$ cat config.mk
export PLATFORM = sky130hd
export DESIGN_NAME = dma_csr_bank
export DESIGN_NICKNAME = d
export VERILOG_FILES = /design/src/rtl/dma_csr_pkg.sv /design/src/rtl/dma_csr_rst_sync.sv /design/src/rtl/dma_csr_decode.sv /design/src/rtl/dma_csr_word.sv /design/src/rtl/dma_csr_status.sv /design/src/rtl/dma_csr_bank.sv
export SDC_FILE = /design/constraint.sdc
export NUM_CORES = 1
export LEC_CHECK = 0
export ABC_AREA = 1
export BUFFER_PORTS_ARGS = -buffer_cell sky130_fd_sc_hd__buf_2
export CELL_PAD_IN_SITES_DETAIL_PLACEMENT = 0
export CELL_PAD_IN_SITES_GLOBAL_PLACEMENT = 1
export CORE_ASPECT_RATIO = 0.6
export CORE_MARGIN = 3
export CORE_UTILIZATION = 39
export CTS_CLUSTER_SIZE = 12
export DETAILED_ROUTE_END_ITERATION = 12
export PLACE_DENSITY_LB_ADDON = 0.1
export SKIP_LAST_GASP = 1
export SYNTH_ARGS = -nofsm -noshare
export SYNTH_HDL_FRONTEND = slang
export SYNTH_SLANG_ARGS = --single-unit
$ cat constraint.sdc
create_clock -name clk -period 9.5 [get_ports clk]
set_input_delay 0.95 -clock clk [delete_from_list [all_inputs] [get_ports clk]]
set_output_delay 0.95 -clock clk [all_outputs]
set_load 0.02 [all_outputs]
$ cat src/rtl/dma_csr_pkg.sv
package dma_csr_pkg;

  localparam int unsigned CSR_DW     = 32;
  localparam int unsigned CSR_IDX_W  = 10;

  localparam logic [CSR_IDX_W-1:0] IDX_BUSMODE = 10'h3C0;
  localparam logic [CSR_IDX_W-1:0] IDX_TXPOLL  = 10'h3C1;
  localparam logic [CSR_IDX_W-1:0] IDX_RXBASE  = 10'h3C3;
  localparam logic [CSR_IDX_W-1:0] IDX_TXBASE  = 10'h3C4;
  localparam logic [CSR_IDX_W-1:0] IDX_STATUS  = 10'h3C5;
  localparam logic [CSR_IDX_W-1:0] IDX_CTRL    = 10'h3C6;
  localparam logic [CSR_IDX_W-1:0] IDX_INTEN   = 10'h3C7;
  localparam logic [CSR_IDX_W-1:0] IDX_CURTX   = 10'h3D2;
  localparam logic [CSR_IDX_W-1:0] IDX_CURRX   = 10'h3D3;
  localparam logic [CSR_IDX_W-1:0] IDX_VERSION = 10'h008;

  localparam logic [CSR_DW-1:0] VERSION_WORD = 32'h0000_1012;

  // status bit positions used by the engines
  localparam int unsigned STB_TX_DONE  = 0;
  localparam int unsigned STB_TX_STOP  = 1;
  localparam int unsigned STB_TX_NOBUF = 2;
  localparam int unsigned STB_RX_DONE  = 6;
  localparam int unsigned STB_RX_NOBUF = 7;
  localparam int unsigned STB_ABN_SUM  = 15;
  localparam int unsigned STB_NRM_SUM  = 16;

  localparam int unsigned CTL_TX_RUN = 13;
  localparam int unsigned CTL_RX_RUN = 1;

  // plain storage words
  typedef enum int unsigned {
    WD_BUSMODE = 0,
    WD_RXBASE  = 1,
    WD_TXBASE  = 2,
    WD_CTRL    = 3,
    WD_INTEN   = 4,
    WD_CURTX   = 5,
    WD_CURRX   = 6
  } word_id_e;

  localparam int unsigned NUM_WORDS = 7;

  typedef struct packed {
    logic busmode;
    logic txpoll;
    logic rxbase;
    logic txbase;
    logic status;
    logic ctrl;
    logic inten;
    logic curtx;
    logic currx;
    logic version;
  } csr_sel_t;

endpackage

$ cat src/rtl/dma_csr_rst_sync.sv
module dma_csr_rst_sync #(
  parameter int unsigned STAGES = 2
) (
  input  logic clk,
  input  logic rst_n,
  output logic rst_n_sync
);

  logic [STAGES-1:0] chain_q;

  always_ff @(posedge clk or negedge rst_n) begin
    if (!rst_n) begin
      chain_q <= '0;
    end else begin
      chain_q <= {chain_q[STAGES-2:0], 1'b1};
    end
  end

  assign rst_n_sync = chain_q[STAGES-1];

endmodule

$ cat src/rtl/dma_csr_decode.sv
module dma_csr_decode
  import dma_csr_pkg::*;
#(
  parameter int unsigned IDX_W = CSR_IDX_W
) (
  input  logic [IDX_W-1:0] idx,
  output csr_sel_t         sel
);

  always_comb begin
    sel         = '0;
    sel.busmode = (idx == IDX_W'(IDX_BUSMODE));
    sel.txpoll  = (idx == IDX_W'(IDX_TXPOLL));
    sel.rxbase  = (idx == IDX_W'(IDX_RXBASE));
    sel.txbase  = (idx == IDX_W'(IDX_TXBASE));
    sel.status  = (idx == IDX_W'(IDX_STATUS));
    sel.ctrl    = (idx == IDX_W'(IDX_CTRL));
    sel.inten   = (idx == IDX_W'(IDX_INTEN));
    sel.curtx   = (idx == IDX_W'(IDX_CURTX));
    sel.currx   = (idx == IDX_W'(IDX_CURRX));
    sel.version = (idx == IDX_W'(IDX_VERSION));
  end

endmodule

$ cat src/rtl/dma_csr_word.sv
module dma_csr_word #(
  parameter int unsigned     W         = 32,
  parameter logic [W-1:0]    ZERO_MASK = '0
) (
  input  logic         clk,
  input  logic         rst_n,
  input  logic         we,
  input  logic [W-1:0] wdata,
  output logic [W-1:0] q
);

  logic [W-1:0] d;

  always_comb begin
    d = wdata & ~ZERO_MASK;
  end

  always_ff @(posedge clk or negedge rst_n) begin
    if (!rst_n) begin
      q <= '0;
    end else if (we) begin
      q <= d;
    end
  end

endmodule

$ cat src/rtl/dma_csr_status.sv
module dma_csr_status #(
  parameter int unsigned W = 32
) (
  input  logic         clk,
  input  logic         rst_n,
  input  logic         clr_en,
  input  logic [W-1:0] clr_mask,
  input  logic [W-1:0] set_a,
  input  logic [W-1:0] set_b,
  input  logic [W-1:0] inten,
  output logic [W-1:0] status_q,
  output logic         irq
);

  logic [W-1:0] set_all;
  logic [W-1:0] clr_eff;
  logic [W-1:0] status_d;
  logic         status_en;

  always_comb begin
    set_all   = set_a | set_b;
    clr_eff   = clr_en ? clr_mask : '0;
    status_d  = (status_q & ~clr_eff) | set_all;
    status_en = clr_en | (|set_all);
  end

  always_ff @(posedge clk or negedge rst_n) begin
    if (!rst_n) begin
      status_q <= '0;
    end else if (status_en) begin
      status_q <= status_d;
    end
  end

  assign irq = |(status_q & inten);

  AST_SET_BITS_LAND: assert property (@(posedge clk) disable iff (!rst_n)
    (|set_all) |=> ((status_q & $past(set_all)) == $past(set_all)));

  AST_W1C_ONLY_WRITTEN: assert property (@(posedge clk) disable iff (!rst_n)
    (clr_en && set_all == '0) |=>
      (status_q == ($past(status_q) & ~$past(clr_mask))));

  AST_STATUS_QUIET: assert property (@(posedge clk) disable iff (!rst_n)
    (!clr_en && set_all == '0) |=> $stable(status_q));

  AST_IRQ_NEEDS_STATUS: assert property (@(posedge clk) disable iff (!rst_n)
    irq |-> (status_q != '0 && inten != '0));

endmodule

$ cat src/rtl/dma_csr_bank.sv
module dma_csr_bank
  import dma_csr_pkg::*;
#(
  parameter int unsigned DATA_W = 32,
  parameter int unsigned ADDR_W = 12
) (
  input  logic              clk,
  input  logic              rst_n,
  input  logic              bus_valid,
  input  logic              bus_write,
  input  logic [ADDR_W-1:0] bus_addr,
  input  logic [DATA_W-1:0] bus_wdata,
  output logic [DATA_W-1:0] bus_rdata,
  output logic              bus_rvalid,
  input  logic [DATA_W-1:0] tx_evt_set,
  input  logic [DATA_W-1:0] rx_evt_set,
  output logic              tx_kick,
  output logic [DATA_W-1:0] bus_mode,
  output logic [DATA_W-1:0] tx_base,
  output logic [DATA_W-1:0] rx_base,
  output logic [DATA_W-1:0] cur_tx_desc,
  output logic [DATA_W-1:0] cur_rx_desc,
  output logic [DATA_W-1:0] dma_ctrl,
  output logic              tx_enable,
  output logic              rx_enable,
  output logic              irq
);

  localparam int unsigned IDX_W = ADDR_W - 2;

  logic              rst_n_s;
  logic [IDX_W-1:0]  word_idx;
  csr_sel_t          sel;
  logic              wr_fire;
  logic              rd_fire;
  logic [NUM_WORDS-1:0] word_we;
  logic [DATA_W-1:0] word_q [NUM_WORDS];
  logic [DATA_W-1:0] status_q;
  logic [DATA_W-1:0] rd_next;
  logic              kick_d;

  dma_csr_rst_sync #(.STAGES(2)) u_rst (
    .clk        (clk),
    .rst_n      (rst_n),
    .rst_n_sync (rst_n_s)
  );

  assign word_idx = bus_addr[ADDR_W-1:2];
  assign wr_fire  = bus_valid & bus_write;
  assign rd_fire  = bus_valid & ~bus_write;

  dma_csr_decode #(.IDX_W(IDX_W)) u_dec (
    .idx (word_idx),
    .sel (sel)
  );

  // write enables per storage word; base writes also load the current pointer
  always_comb begin
    word_we             = '0;
    word_we[WD_BUSMODE] = wr_fire & sel.busmode;
    word_we[WD_RXBASE]  = wr_fire & sel.rxbase;
    word_we[WD_TXBASE]  = wr_fire & sel.txbase;
    word_we[WD_CTRL]    = wr_fire & sel.ctrl;
    word_we[WD_INTEN]   = wr_fire & sel.inten;
    word_we[WD_CURTX]   = wr_fire & (sel.curtx | sel.txbase);
    word_we[WD_CURRX]   = wr_fire & (sel.currx | sel.rxbase);
  end

  for (genvar gi = 0; gi < NUM_WORDS; gi++) begin : g_word
    localparam logic [DATA_W-1:0] ZMASK =
      (gi == WD_BUSMODE) ? DATA_W'(1) : '0;
    dma_csr_word #(.W(DATA_W), .ZERO_MASK(ZMASK)) u_word (
      .clk   (clk),
      .rst_n (rst_n_s),
      .we    (word_we[gi]),
      .wdata (bus_wdata),
      .q     (word_q[gi])
    );
  end

  dma_csr_status #(.W(DATA_W)) u_status (
    .clk      (clk),
    .rst_n    (rst_n_s),
    .clr_en   (wr_fire & sel.status),
    .clr_mask (bus_wdata),
    .set_a    (tx_evt_set),
    .set_b    (rx_evt_set),
    .inten    (word_q[WD_INTEN]),
    .status_q (status_q),
    .irq      (irq)
  );

  // read-back selection
  always_comb begin
    rd_next = '0;
    unique case (1'b1)
      sel.busmode: rd_next = word_q[WD_BUSMODE];
      sel.rxbase:  rd_next = word_q[WD_RXBASE];
      sel.txbase:  rd_next = word_q[WD_TXBASE];
      sel.status:  rd_next = status_q;
      sel.ctrl:    rd_next = word_q[WD_CTRL];
      sel.inten:   rd_next = word_q[WD_INTEN];
      sel.curtx:   rd_next = word_q[WD_CURTX];
      sel.currx:   rd_next = word_q[WD_CURRX];
      sel.version: rd_next = DATA_W'(VERSION_WORD);
      default:     rd_next = '0;
    endcase
  end

  assign kick_d = wr_fire & sel.txpoll;

  always_ff @(posedge clk or negedge rst_n_s) begin
    if (!rst_n_s) begin
      bus_rvalid <= 1'b0;
      tx_kick    <= 1'b0;
    end else begin
      bus_rvalid <= rd_fire;
      tx_kick    <= kick_d;
    end
  end

  always_ff @(posedge clk or negedge rst_n_s) begin
    if (!rst_n_s) begin
      bus_rdata <= '0;
    end else if (rd_fire) begin
      bus_rdata <= rd_next;
    end
  end

  assign bus_mode    = word_q[WD_BUSMODE];
  assign rx_base     = word_q[WD_RXBASE];
  assign tx_base     = word_q[WD_TXBASE];
  assign dma_ctrl    = word_q[WD_CTRL];
  assign cur_tx_desc = word_q[WD_CURTX];
  assign cur_rx_desc = word_q[WD_CURRX];
  assign tx_enable   = word_q[WD_CTRL][CTL_TX_RUN];
  assign rx_enable   = word_q[WD_CTRL][CTL_RX_RUN];

  AST_BUSMODE_LSB_LOW: assert property (@(posedge clk) disable iff (!rst_n_s)
    (wr_fire && sel.busmode) |=>
      (bus_mode == ($past(bus_wdata) & ~DATA_W'(1))));

  AST_KICK_FROM_POLL: assert property (@(posedge clk) disable iff (!rst_n_s)
    $rose(tx_kick) |-> $past(wr_fire && word_idx == IDX_W'(IDX_TXPOLL)));

  AST_TXBASE_LOADS_PTR: assert property (@(posedge clk) disable iff (!rst_n_s)
    (wr_fire && sel.txbase) |=> (cur_tx_desc == tx_base));

  AST_RXBASE_LOADS_PTR: assert property (@(posedge clk) disable iff (!rst_n_s)
    (wr_fire && sel.rxbase) |=> (cur_rx_desc == rx_base));

  AST_RVALID_AFTER_READ: assert property (@(posedge clk) disable iff (!rst_n_s)
    bus_rvalid |-> $past(rd_fire));

  AST_VERSION_WORD: assert property (@(posedge clk) disable iff (!rst_n_s)
    (rd_fire && word_idx == IDX_W'(IDX_VERSION)) |=>
      (bus_rdata == DATA_W'(VERSION_WORD)));

endmodule

==> results of run 1 <==
-- cell families (layout without fill, tap and decap cells) --
logic type             Yosys count  after routing  synth area share [%]
buffers and inverters          148            460                 4.987
AO/OA/AOI/OAI                  268            268                 10.43
flip-flops                     291            291                 55.39
other                            2              2               0.05712
AND/OR/NAND/NOR                945            945                 29.14
-- routing by layer --
layer	share of wire (%)	global-route usage, %
met5	0	0
met1	49	42.18
met3	6.8	4.234
met2	42	39.95
met4	1.7	5.012
-- cell type report --
cell class | count | share of cell area (%)
clock buffers | 45 | 5.461
clock inverters | 4 | 0.2103
inverters | 58 | 1.371
multi-input cells | 1215 | 32.84
flip-flops and latches | 291 | 45.36
well taps | 450 | 3.505
repair buffers | 353 | 11.25
-- how the worst min path moves through the flow --
stage,from,end,slack [ns]
floorplan,u_rst.chain_q[0],u_rst.chain_q[1],0.33
global placement,u_rst.chain_q[0],u_rst.chain_q[1],0.34
detailed placement,u_rst.chain_q[0],u_rst.chain_q[1],0.34
CTS,rst_n,u_rst.chain_q[1],0.13
global route,rst_n,u_rst.chain_q[1],0.13
finish,rst_n,u_rst.chain_q[1],0.15
-- state kept, by name (all words and copies together) (netlist names) --
register	count
g_word.u_word.q	223
bus_rdata	32
u_status.status_q	32
u_rst.chain_q	2
bus_rvalid	1
tx_kick	1
-- power breakdown --
group          total [mW]  leakage (nW)  internal [mW]  switching (mW)
Combinational       0.128          4.53         0.0346          0.0939
Clock                1.14         0.444          0.631           0.506
Sequential           1.26          3.89           1.25          0.0141
Total                2.53          8.86           1.92           0.614
-- layout by cell type (no fill, tap or decap) --
cell,netlist,final
o21ai_1,31,31
inv_2,5,6
clkbuf_8,0,7
a21oi_1,3,3
nand2_4,6,6
dfrtp_4,0,1
nor3_4,1,1
clkinv_8,0,1
conb_1,2,2
nand4_1,19,19
clkinvlp_4,0,1
nor2_1,119,115
a21oi_4,0,1
clkbuf_1,33,8
nand2_2,4,4
a221oi_1,4,4
nand3_1,100,100
nand2_1,685,685
clkbuf_16,0,30
inv_4,1,1
nor2_8,1,1
nor3_1,3,3
buf_4,14,16
a22o_1,2,2
inv_1,52,51
nor2_4,1,9
nor3b_1,1,1
nor2_2,5,1
o21ai_0,226,226
o21ai_4,0,1
clkinv_2,0,2
buf_2,33,337
dfrtp_1,291,290
==> results by group, run 1 <==
Place
  • Placement Cell Area: 15150 um2
  • Placed wire-length estimate: 31.36 mm
  • Port Buf Inserts: 337
  • Placement-stage worst setup slack: 5.119 ns
  • Placed instance count: 2367
  • Final weighted congestion of routability-driven global placement: 0.8179

Min path
  • Worst Hold Class: input pin to async pin

Synthesis
  • Top_reg_cell synth: dfrtp_1
  • Post-Synthesis Cell Area: 13150 um2
  • Number of warnings reported in the yosys synthesis log: 0
  • Portion of the post-synthesis area used by sequential elements: 55.39%
  • Share of synthesized flip-flops with an asynchronous set or reset: 100.0%
  • Synth Area per Inst: 7.949 um2
  • Cell types with the highest counts after synthesis: 685 x nand2_1, 291 x dfrtp_1, 226 x o21ai_0, 119 x nor2_1, 100 x nand3_1
  • Number of nets in the synthesized netlist: 1766
  • Top post-synthesis cells by area: dfrtp_1 55%, nand2_1 20%, o21ai_0 8.6%
  • Library cells used by synthesis: 29
  • Total of flip-flops plus latches after synthesis: 291
  • Dominant cell by count in the synthesized netlist: nand2_1
  • Mapped Cells: 1654
  • Area fraction of the dominant cell type after synthesis: 55.39%
  • Synth area leader: dfrtp_1
  • Number of enable flip-flop cells after synthesis: 0

Worst setup path
  • Worst-case reg-to-reg path depth: 2
  • Type of the worst setup path: input pin to register
  • Startpoint type of the worst setup path: input pin
  • Critical register-to-register path endpoint: g_word[5].u_word.q[30]
  • R2R setup slack: 7.01 ns
  • Reg2Reg Launch Point: u_rst.chain_q[1]
  • CP max stage delay: 0.93 ns
  • Master of the slowest instance on the critical path: nor2_4
  • Data required time of the critical path: 9.96 ns
  • Kind of end point of the critical path: register
  • Bufs and invs on worst path: 2
  • Maximum net fanout on the critical path: 64
  • Critical path data arrival time: 4.28 ns
  • Count of cell instances traversed by the critical path: 8
  • Largest delay contributor family on the critical path: simple AND/OR/NAND/NOR gates
  • Crit path from: bus_addr[9]
  • Worst Setup EP: g_word[4].u_word.q[3]
  • Crit path cell chain: buf_2 -> nand2_1 -> nor2_4 -> buf_4 -> nand2_4 -> nor2_4 -> nand2_4 -> o21ai_0

Timing
  • Slew at the pin closest to its max-slew limit: 1.169 ns
  • Clk_skew: 0.01474 ns
  • Max-slew violations: 0
  • Endpoints failing hold: 0
  • Final setup violating endpoints: 0
  • WHS: 0.1543 ns
  • Total Negative Setup Slacks: 0 ns
  • Relative max-transition margin: 21.91%
  • Final WS setup: 5.680 ns
  • Setup repair after global routing missed its margin: no
  • Max Clock Freq: 261.8 MHz
  • Final min period: 3.820 ns
  • Post-route fraction of the period consumed by the critical path: 40.21%

Power
  • PwrDens: 157.5 nW/um2
  • Leak pwr: 8.863 nW
  • Worst-case vdd ir drop: 138.0 uV
  • Total power after layout: 2.529 mW

Die
  • Top-level port count: 341
  • Standard-cell rows: 51
  • Initial core utilization: 40.09%
  • Area of the die: 36020 um2
  • Die Width: 243.0 um
  • Die Y: 148.2 um
  • Core region area: 32800 um2

Route
  • Detailed-route DRC error count: 0
  • Post-DR wirelength/cell: 20.33 um
  • Mean number of vias per cell: 5.086
  • Total number of vias: 12290
  • Total Routed Length: 49.13 mm
  • Post-route ant nets: 0
  • First-iteration detailed-routing DRC count: 1178
  • Number of optimization iterations in the first detailed-route pass: 5

Global routing
  • Wire length of the first global-routing pass: 74.19 mm
  • Via count of the first global-routing pass: 11440
  • Total global routing overflow: 0
  • Overall track demand over capacity in global routing: 27.04%
  • Number of antenna violations at the first check in global routing: 1
  • Maximum number of pins on one net before global-route repair: 66

Final layout
  • Antenna cell count: 0
  • Flip-flop and latch area: 7286 um2
  • Cell area after layout: 16060 um2
  • Count of filler cells inserted in the layout: 3309
  • Final core utilization: 48.97%
  • Multi-input combinational cell area: 5275 um2
  • Fraction of layout instances using a drive strength above 1: 21.67%
  • Nets: 2061
  • Area added between synthesis and finish: 22.16%
  • Count of non-filler cells in the finished layout: 2416

Clock tree
  • CTS Root Cell: clkbuf_16
  • PostCTS Resize Cnt: 0
  • Total CTS buffers: 30
  • Clock edge transition at the registers on the reported setup and hold paths: 0.07 ns
  • Clock tree buffer depth: 3
  • Clock tree from TritonCTS: built
  • Insertion delay to the later sink of the worst-skew pair: 0.57 ns
  • Count of H-tree levels built during CTS: 1
  • Number of sinks handled by clock tree synthesis: 291
  • Number of hold buffers added after CTS: 0
  • Setup Buffers After CTS: 0

Status
  • Result of the run: complete, no violations

Flow run
  • Count of maximum capacitance violations: 0
Note: power is estimated with default switching activity, not from simulation.
==> run 2: changes to the inputs <==
--- a/config.mk
+++ b/config.mk
@@ -11,7 +11,7 @@
 export CELL_PAD_IN_SITES_GLOBAL_PLACEMENT = 1
 export CORE_ASPECT_RATIO = 0.6
 export CORE_MARGIN = 3
-export CORE_UTILIZATION = 39
+export CORE_UTILIZATION = 35
 export CTS_CLUSTER_SIZE = 12
 export DETAILED_ROUTE_END_ITERATION = 12
 export PLACE_DENSITY_LB_ADDON = 0.1
==> constraint.sdc (replaced) <==
create_clock -name clk -period 3.4 [get_ports clk]
set_input_delay 0.34 -clock clk [delete_from_list [all_inputs] [get_ports clk]]
set_output_delay 0.34 -clock clk [all_outputs]
set_load 0.02 [all_outputs]
==> results by group, run 2 (same netlist as run 1, synthesis figures left out) <==
Place
  • Final weighted congestion of routability-driven global placement: 0.8108 (was 0.8179)
  • Port Buf Inserts: 337 (unchanged)
  • Placement Cell Area: 15410 um2 (was 15150 um2)
  • Placed wire-length estimate: 33.57 mm (was 31.36 mm)

Power
  • Share of total power consumed by net switching: 23.97% (was 24.29%)
  • Sequential share of power: 48.0% (was 50.0%)
  • Internal: 5.596 mW (was 1.915 mW)
  • Total power after layout: 7.359 mW (was 2.529 mW)
  • PwrDens: 431.2 nW/um2 (was 157.5 nW/um2)
  • P_sw: 1.764 mW (was 0.6144 mW)
  • Worst-case vdd ir drop: 427.4 uV (was 138.0 uV)
  • Proportion of power drawn by the clock network: 46.1% (was 45.0%)
  • Leak pwr: 9.337 nW (was 8.863 nW)
  • Proportion of power drawn by combinational gates: 5.9% (was 5.1%)

Clock tree
  • Clock tree from TritonCTS: built (unchanged)
  • Count of H-tree levels built during CTS: 1 (unchanged)
  • CTS Root Cell: clkbuf_16 (unchanged)
  • Clock edge transition at the registers on the reported setup and hold paths: 0.07 ns (about the same)
  • Number of sinks handled by clock tree synthesis: 291 (unchanged)
  • PostCTS Resize Cnt: 0 (unchanged)
  • Total CTS buffers: 31 (was 30)
  • Clock tree buffer depth: 3 (unchanged)
  • Insertion delay to the later sink of the worst-skew pair: 0.58 ns (was 0.57 ns)

Timing
  • Final min period: 2.656 ns
  • Slew at the pin closest to its max-slew limit: 0.9147 ns (was 1.169 ns)
  • Final setup violating endpoints: 0 (unchanged)
  • Max Clock Freq: 376.5 MHz
  • Max-slew violations: 0 (unchanged)
  • Post-route fraction of the period consumed by the critical path: 78.12%
  • Setup repair after global routing missed its margin: no (unchanged)
  • Relative max-transition margin: 39.02% (was 21.91%)
  • Clk_skew: 0.01307 ns (was 0.01474 ns)
  • Endpoints failing hold: 0 (unchanged)
  • Total Negative Setup Slacks: 0 ns (unchanged)

Route
  • First-iteration detailed-routing DRC count: 950 (was 1178)
  • Detailed-route DRC error count: 0 (unchanged)
  • Total number of vias: 12440 (was 12290)
  • Post-DR wirelength/cell: 19.86 um (was 20.33 um)
  • Total Routed Length: 50.79 mm (was 49.13 mm)
  • Post-route ant nets: 0 (unchanged)
  • Number of optimization iterations in the first detailed-route pass: 5 (unchanged)
  • Mean number of vias per cell: 4.864 (was 5.086)

Worst setup path
  • Count of cell instances traversed by the critical path: 7 (was 8)
  • Critical path data arrival time: 2.32 ns (was 4.28 ns)
  • Worst-case reg-to-reg path depth: 2 (unchanged)
  • Kind of end point of the critical path: output pin (was register)
  • Master of the slowest instance on the critical path: dfrtp_1 (was nor2_4)
  • Worst Setup EP: irq (was g_word[4].u_word.q[3])
  • Maximum net fanout on the critical path: 3 (was 64)
  • Crit path cell chain: nand2_1 -> nand2_1 -> a221oi_1 -> nand2_1 -> nor3_1 -> nand2_1 -> buf_2 (was buf_2 -> nand2_1 -> nor2_4 -> buf_4 -> nand2_4 -> nor2_4 -> nand2_4 -> o21ai_0)
  • Most frequent cell on the critical path: nand2_1
  • R2R setup slack: 2.02 ns (was 7.01 ns)
  • Startpoint type of the worst setup path: register (was input pin)
  • Crit path from: g_word[4].u_word.q[12] (was bus_addr[9])
  • CP max stage delay: 0.41 ns (was 0.93 ns)
  • Bufs and invs on worst path: 1 (was 2)
  • Data required time of the critical path: 3.06 ns (was 9.96 ns)
  • Reg2Reg Launch Point: u_rst.chain_q[1] (unchanged)
  • Type of the worst setup path: register to output pin (was input pin to register)
  • Largest delay contributor family on the critical path: simple AND/OR/NAND/NOR gates (unchanged)
  • Critical register-to-register path endpoint: u_status.status_q[14] (was g_word[5].u_word.q[30])

Global routing
  • Wire length of the first global-routing pass: 77.23 mm (was 74.19 mm)
  • Number of antenna violations at the first check in global routing: 0 (was 1)
  • Met3 Track Usage GR: 3.747% (was 4.234%)
  • Via count of the first global-routing pass: 12160 (was 11440)
  • Overall track demand over capacity in global routing: 25.16% (was 27.04%)
  • GR Layer Usage met2: 37.69% (was 39.95%)
  • Maximum number of pins on one net before global-route repair: 85 (was 66)
  • Most used routing layer: met1 (unchanged)
  • Total global routing overflow: 0 (unchanged)
  • GRT met1 Usage: 38.61% (was 42.18%)

Final layout
  • Area added between synthesis and finish: 29.83% (was 22.16%)
  • Most used cells in the layout excluding fill and tap cells: 685 x nand2_1, 337 x buf_2, 290 x dfrtp_1, 226 x o21ai_0, 115 x nor2_1 (unchanged)
  • Register with the highest flop count: g_word.u_word.q (unchanged)
  • Antenna cell count: 0 (unchanged)
  • Cell area after layout: 17070 um2 (was 16060 um2)
  • Max FFs per register: 223 (unchanged)
  • Top Registers: g_word.u_word.q: 223 flops, bus_rdata: 32 flops, u_status.status_q: 32 flops (unchanged)
  • Most common cell after layout, fill and taps aside: nand2_1 (unchanged)
  • Fraction of layout instances using a drive strength above 1: 21.68% (was 21.67%)
  • Nets: 2145 (was 2061)

Die
  • Die Width: 256.2 um (was 243.0 um)
  • Die Y: 156.1 um (was 148.2 um)
  • Standard-cell rows: 54 (was 51)
  • Top-level port count: 341 (unchanged)
  • Initial core utilization: 35.84% (was 40.09%)
  • Area of the die: 40000 um2 (was 36020 um2)
  • Core region area: 36690 um2 (was 32800 um2)

Status
  • Result of the run: complete, no violations (unchanged)

Min path
  • Worst Hold Class: input pin to async pin (unchanged)

Flow run
  • Count of maximum capacitance violations: 0 (unchanged)
[run 2: changes by cell type in the layout (fill, tap and decap cells not counted)]
| cell | before | now |
|---|---|---|
| clkinvlp_4 | 1 | 0 |
| bufinv_16 | 0 | 2 |
| buf_4 | 16 | 26 |
| inv_6 | 0 | 2 |
| dlygate4sd3_1 | 0 | 67 |
| clkbuf_8 | 7 | 6 |
| clkinv_8 | 1 | 0 |
| clkinv_2 | 2 | 3 |
| clkbuf_1 | 8 | 9 |
| buf_12 | 0 | 6 |
| clkbuf_16 | 30 | 31 |
[run 2: per-stage QoR]
step / setup slack [ns] / utilization [%] / hold WS [ns] / std cells
finish: 0.7440 / 46.52 / 0.07450 / 2557
global route: 0.6292 / 46.52 / 0.06049 / 2557
floorplan: 0.4994 / - / 0.04441 / 1654
CTS: 0.6444 / 46.52 / 0.04452 / 2557
global placement: 0.7783 / 42.01 / 0.1265 / 2437
detailed placement: 0.7649 / 42.01 / 0.1270 / 2437
[run 2: cell type report]
type                       instances  area (um2)
fill                            3748       19620
clock inverter                     7       92.59
sequential                       291        7286
tap                              504       630.6
multi-input combinational       1215        5275
clock buffer                      46       892.1
inverter                          58       220.2
timing repair buffer             436        2673
[run 2: routing by layer]
metal  share of wire (%)  wire (um)
met5                   0          0
met2                  43      21930
met1                  49      25010
met3                 5.6       2845
met4                 2.0       1001
[run 2: worst min path at each step]
stage | endpoint | cells after the start | startpoint | slack (ns)
2_1_floorplan | u_rst.chain_q[0] | 0 | rst_n | 0.04
3_3_place_gp | u_rst.chain_q[0] | 1 | rst_n | 0.13
3_5_place_dp | u_rst.chain_q[0] | 1 | rst_n | 0.13
4_1_cts | u_rst.chain_q[1] | 2 | rst_n | 0.04
5_1_grt | u_rst.chain_q[1] | 2 | rst_n | 0.06
6_report | u_rst.chain_q[1] | 2 | rst_n | 0.07
[run 2: worst register-to-register path, delay by kind of cell (launching register included)]
family	cells	cell delay [ns]
DFF	1	0.86
buffers and inverters	2	0.74
[run 2: repair_timing]
| action | in CTS | in global routing |
|---|---|---|
| setup buffers | 0 | 0 |
| hold buffers | 67 | 0 |
| endpoints found under the hold margin | 35 | 0 |
[run 2: power groups by stage]
| stage | sequential (mW) | clock [mW] | combinational, mW |
|---|---|---|---|
| after floorplan | 3.66 | 0 | 0.112 |
| after global placement | 3.59 | 0 | 0.380 |
| after detailed placement | 3.59 | 0 | 0.383 |
| after CTS | 3.53 | 3.48 | 0.441 |
| after global routing | 3.53 | 3.63 | 0.483 |
| final | 3.53 | 3.39 | 0.436 |
==> run 3: changes to the inputs <==
==> constraint.sdc (replaced) <==
create_clock -name clk -period 2.4 [get_ports clk]
set_input_delay 0.24 -clock clk [delete_from_list [all_inputs] [get_ports clk]]
set_output_delay 0.24 -clock clk [all_outputs]
set_load 0.02 [all_outputs]
==> results by group, run 3 (same netlist as run 1, synthesis figures left out) <==
Power
  • Share of total power consumed by net switching: 23.69% (was 23.97%)
  • P_sw: 2.474 mW (was 1.764 mW)
  • Sequential share of power: 47.8% (was 48.0%)
  • Proportion of power drawn by the clock network: 46.0% (was 46.1%)
  • PwrDens: 604.0 nW/um2 (was 431.2 nW/um2)
  • Proportion of power drawn by combinational gates: 6.2% (was 5.9%)
  • Worst-case vdd ir drop: 499.8 uV (was 427.4 uV)
  • Internal: 7.970 mW (was 5.596 mW)
  • Leak pwr: 9.442 nW (was 9.337 nW)

Global routing
  • Overall track demand over capacity in global routing: 24.91% (was 25.16%)
  • Total global routing overflow: 0 (unchanged)
  • Wire length of the first global-routing pass: 76.65 mm (was 77.23 mm)
  • Maximum number of pins on one net before global-route repair: 89 (was 85)
  • Via count of the first global-routing pass: 11890 (was 12160)
  • Number of antenna violations at the first check in global routing: 0 (unchanged)

Route
  • Post-route ant nets: 0 (unchanged)
  • First-iteration detailed-routing DRC count: 864 (was 950)
  • Detailed-route DRC error count: 0 (unchanged)
  • Mean number of vias per cell: 4.887 (was 4.864)
  • Number of optimization iterations in the first detailed-route pass: 7 (was 5)
  • Total Routed Length: 50.30 mm (was 50.79 mm)
  • Total number of vias: 12580 (was 12440)
  • Post-DR wirelength/cell: 19.55 um (was 19.86 um)

Final layout
  • Count of non-filler cells in the finished layout: 2573 (was 2557)
  • Register with the highest flop count: g_word.u_word.q (unchanged)
  • Area added between synthesis and finish: 31.52% (was 29.83%)
  • Antenna cell count: 0 (unchanged)
  • Most common cell after layout, fill and taps aside: nand2_1 (unchanged)
  • Top Registers: g_word.u_word.q: 223 flops, bus_rdata: 32 flops, u_status.status_q: 32 flops (unchanged)
  • Fraction of layout instances using a drive strength above 1: 22.47% (was 21.68%)
  • Max FFs per register: 223 (unchanged)
  • Most used cells in the layout excluding fill and tap cells: 684 x nand2_1, 337 x buf_2, 290 x dfrtp_1, 226 x o21ai_0, 115 x nor2_1 (was 685 x nand2_1, 337 x buf_2, 290 x dfrtp_1, 226 x o21ai_0, 115 x nor2_1)
  • Nets: 2159 (was 2145)
  • Cell area after layout: 17290 um2 (was 17070 um2)
  • Final core utilization: 47.13% (was 46.52%)

Worst setup path
  • Critical path data arrival time: 2.04 ns (was 2.32 ns)
  • Maximum net fanout on the critical path: 3 (unchanged)
  • Type of the worst setup path: register to output pin (unchanged)
  • Data required time of the critical path: 2.16 ns (was 3.06 ns)
  • Kind of end point of the critical path: output pin (unchanged)
  • Startpoint type of the worst setup path: register (unchanged)

Clock tree
  • Insertion delay to the later sink of the worst-skew pair: 0.57 ns (was 0.58 ns)
  • Number of sinks handled by clock tree synthesis: 291 (unchanged)
  • Clock tree from TritonCTS: built (unchanged)
  • Total CTS buffers: 31 (unchanged)
  • Clock tree buffer depth: 3 (unchanged)
  • Count of H-tree levels built during CTS: 1 (unchanged)
  • CTS Root Cell: clkbuf_16 (unchanged)
  • Setup Buffers After CTS: 0 (unchanged)
  • Clock edge transition at the registers on the reported setup and hold paths: 0.06 ns (was 0.07 ns)

Place
  • Placement Cell Area: 15570 um2 (was 15410 um2)
  • Final weighted congestion of routability-driven global placement: 0.8035 (was 0.8108)
  • Port Buf Inserts: 337 (unchanged)
  • Placed instance count: 2450 (was 2437)
  • Placed wire-length estimate: 34.20 mm (was 33.57 mm)

Timing
  • Relative max-transition margin: 46.07% (was 39.02%)
  • Final min period: 2.284 ns
  • WHS: 0.03585 ns (was 0.07450 ns)
  • Clk_skew: 0.006658 ns (was 0.01307 ns)
  • Final setup violating endpoints: 0 (unchanged)
  • Setup repair after global routing missed its margin: no (unchanged)
  • Max-slew violations: 0 (unchanged)
  • Total Negative Setup Slacks: 0 ns (unchanged)
  • Post-route fraction of the period consumed by the critical path: 95.19%
  • Max Clock Freq: 437.7 MHz
  • Slew at the pin closest to its max-slew limit: 0.8083 ns (was 0.9147 ns)
  • Endpoints failing hold: 0 (unchanged)

Flow run
  • Count of maximum capacitance violations: 0 (unchanged)

Die
  • Initial core utilization: 35.84% (unchanged)
  • Core region area: 36690 um2 (unchanged)
  • Top-level port count: 341 (unchanged)
  • Die Width: 256.2 um (unchanged)
  • Standard-cell rows: 54 (unchanged)
  • Die Y: 156.1 um (unchanged)
  • Area of the die: 40000 um2 (unchanged)

Min path
  • Worst Hold Class: input pin to register (was input pin to async pin)

Status
  • Result of the run: complete, no violations (unchanged)
==> run 3: changes by cell type in the layout (fill, tap and decap cells not counted), sizes merged <==
| cell | before | now |
|---|---|---|
| buf | 369 | 382 |
| bufinv | 2 | 1 |
| inv | 60 | 59 |
| clkbuf | 46 | 50 |
| dlygate4sd3 | 67 | 68 |
==> run 3: per-stage QoR <==
step           power, mW  setup slack, ns
3_3_place_gp       5.650           0.3740
4_1_cts            10.57          0.07602
2_1_floorplan      5.338          -0.5006
5_1_grt            10.86          0.02024
6_report           10.44           0.1156
3_5_place_dp       5.655           0.2905
==> run 3: power by group through the flow <==
stage               combinational, mW  sequential [mW]  clock (mW)
finish                          0.650             4.99        4.80
global route                    0.719             5.00        5.14
CTS                             0.659             4.99        4.91
detailed placement              0.572             5.08           0
global placement                0.567             5.08           0
floorplan                       0.159             5.18           0
==> run 3: metal layers <==
layer	share of wire [%]	vias up	global-route usage (%)
met5	0	-	0
met4	1.2	0	3.307
met3	5.5	46	3.277
met2	44	412	38.25
met1	49	6011	38.43
li1	-	6106	-
==> run 3: cell type report <==
type / count / area [um2]
flip-flops and latches: 291 / 7286
multi-input cells: 1215 / 5308
repair buffers: 450 / 2843
well taps: 504 / 630.6
clock buffers: 50 / 947.2
inverters: 58 / 220.2
clock inverters: 5 / 57.56
fillers: 3681 / 19400
==> run 3: final timing paths <==
path	startpoint	end	slack [ns]	cells after the start
setup / recovery	g_word[4].u_word.q[12]	irq	0.12	7
hold / removal	bus_valid	tx_kick	0.04	3
setup reg to reg	u_rst.chain_q[1]	g_word[1].u_word.q[30]	1.27	1
hold reg to reg	u_rst.chain_q[1]	g_word[3].u_word.q[10]	0.26	0
max in group asynchronous	u_rst.chain_q[1]	g_word[1].u_word.q[30]	1.27	1
min in group asynchronous	u_rst.chain_q[1]	g_word[3].u_word.q[10]	0.26	0
==> run 3: critical path, stage by stage, from the launching register on <==
cell and delay [ns]:
dfrtp_1 0.40, nand2_1 0.15, nand2_1 0.09, a221oi_2 0.21, nand2_2 0.17, nor3_4 0.22, nand2_1 0.08, buf_2 0.17
==> run 3: timing repair <==
action                                 in CTS  in global routing
hold buffers                               68                  0
endpoints found under the hold margin      36                  0
pin swaps                                   0                  0
resized for setup                           4                  2
setup endpoints to repair                   1                  1
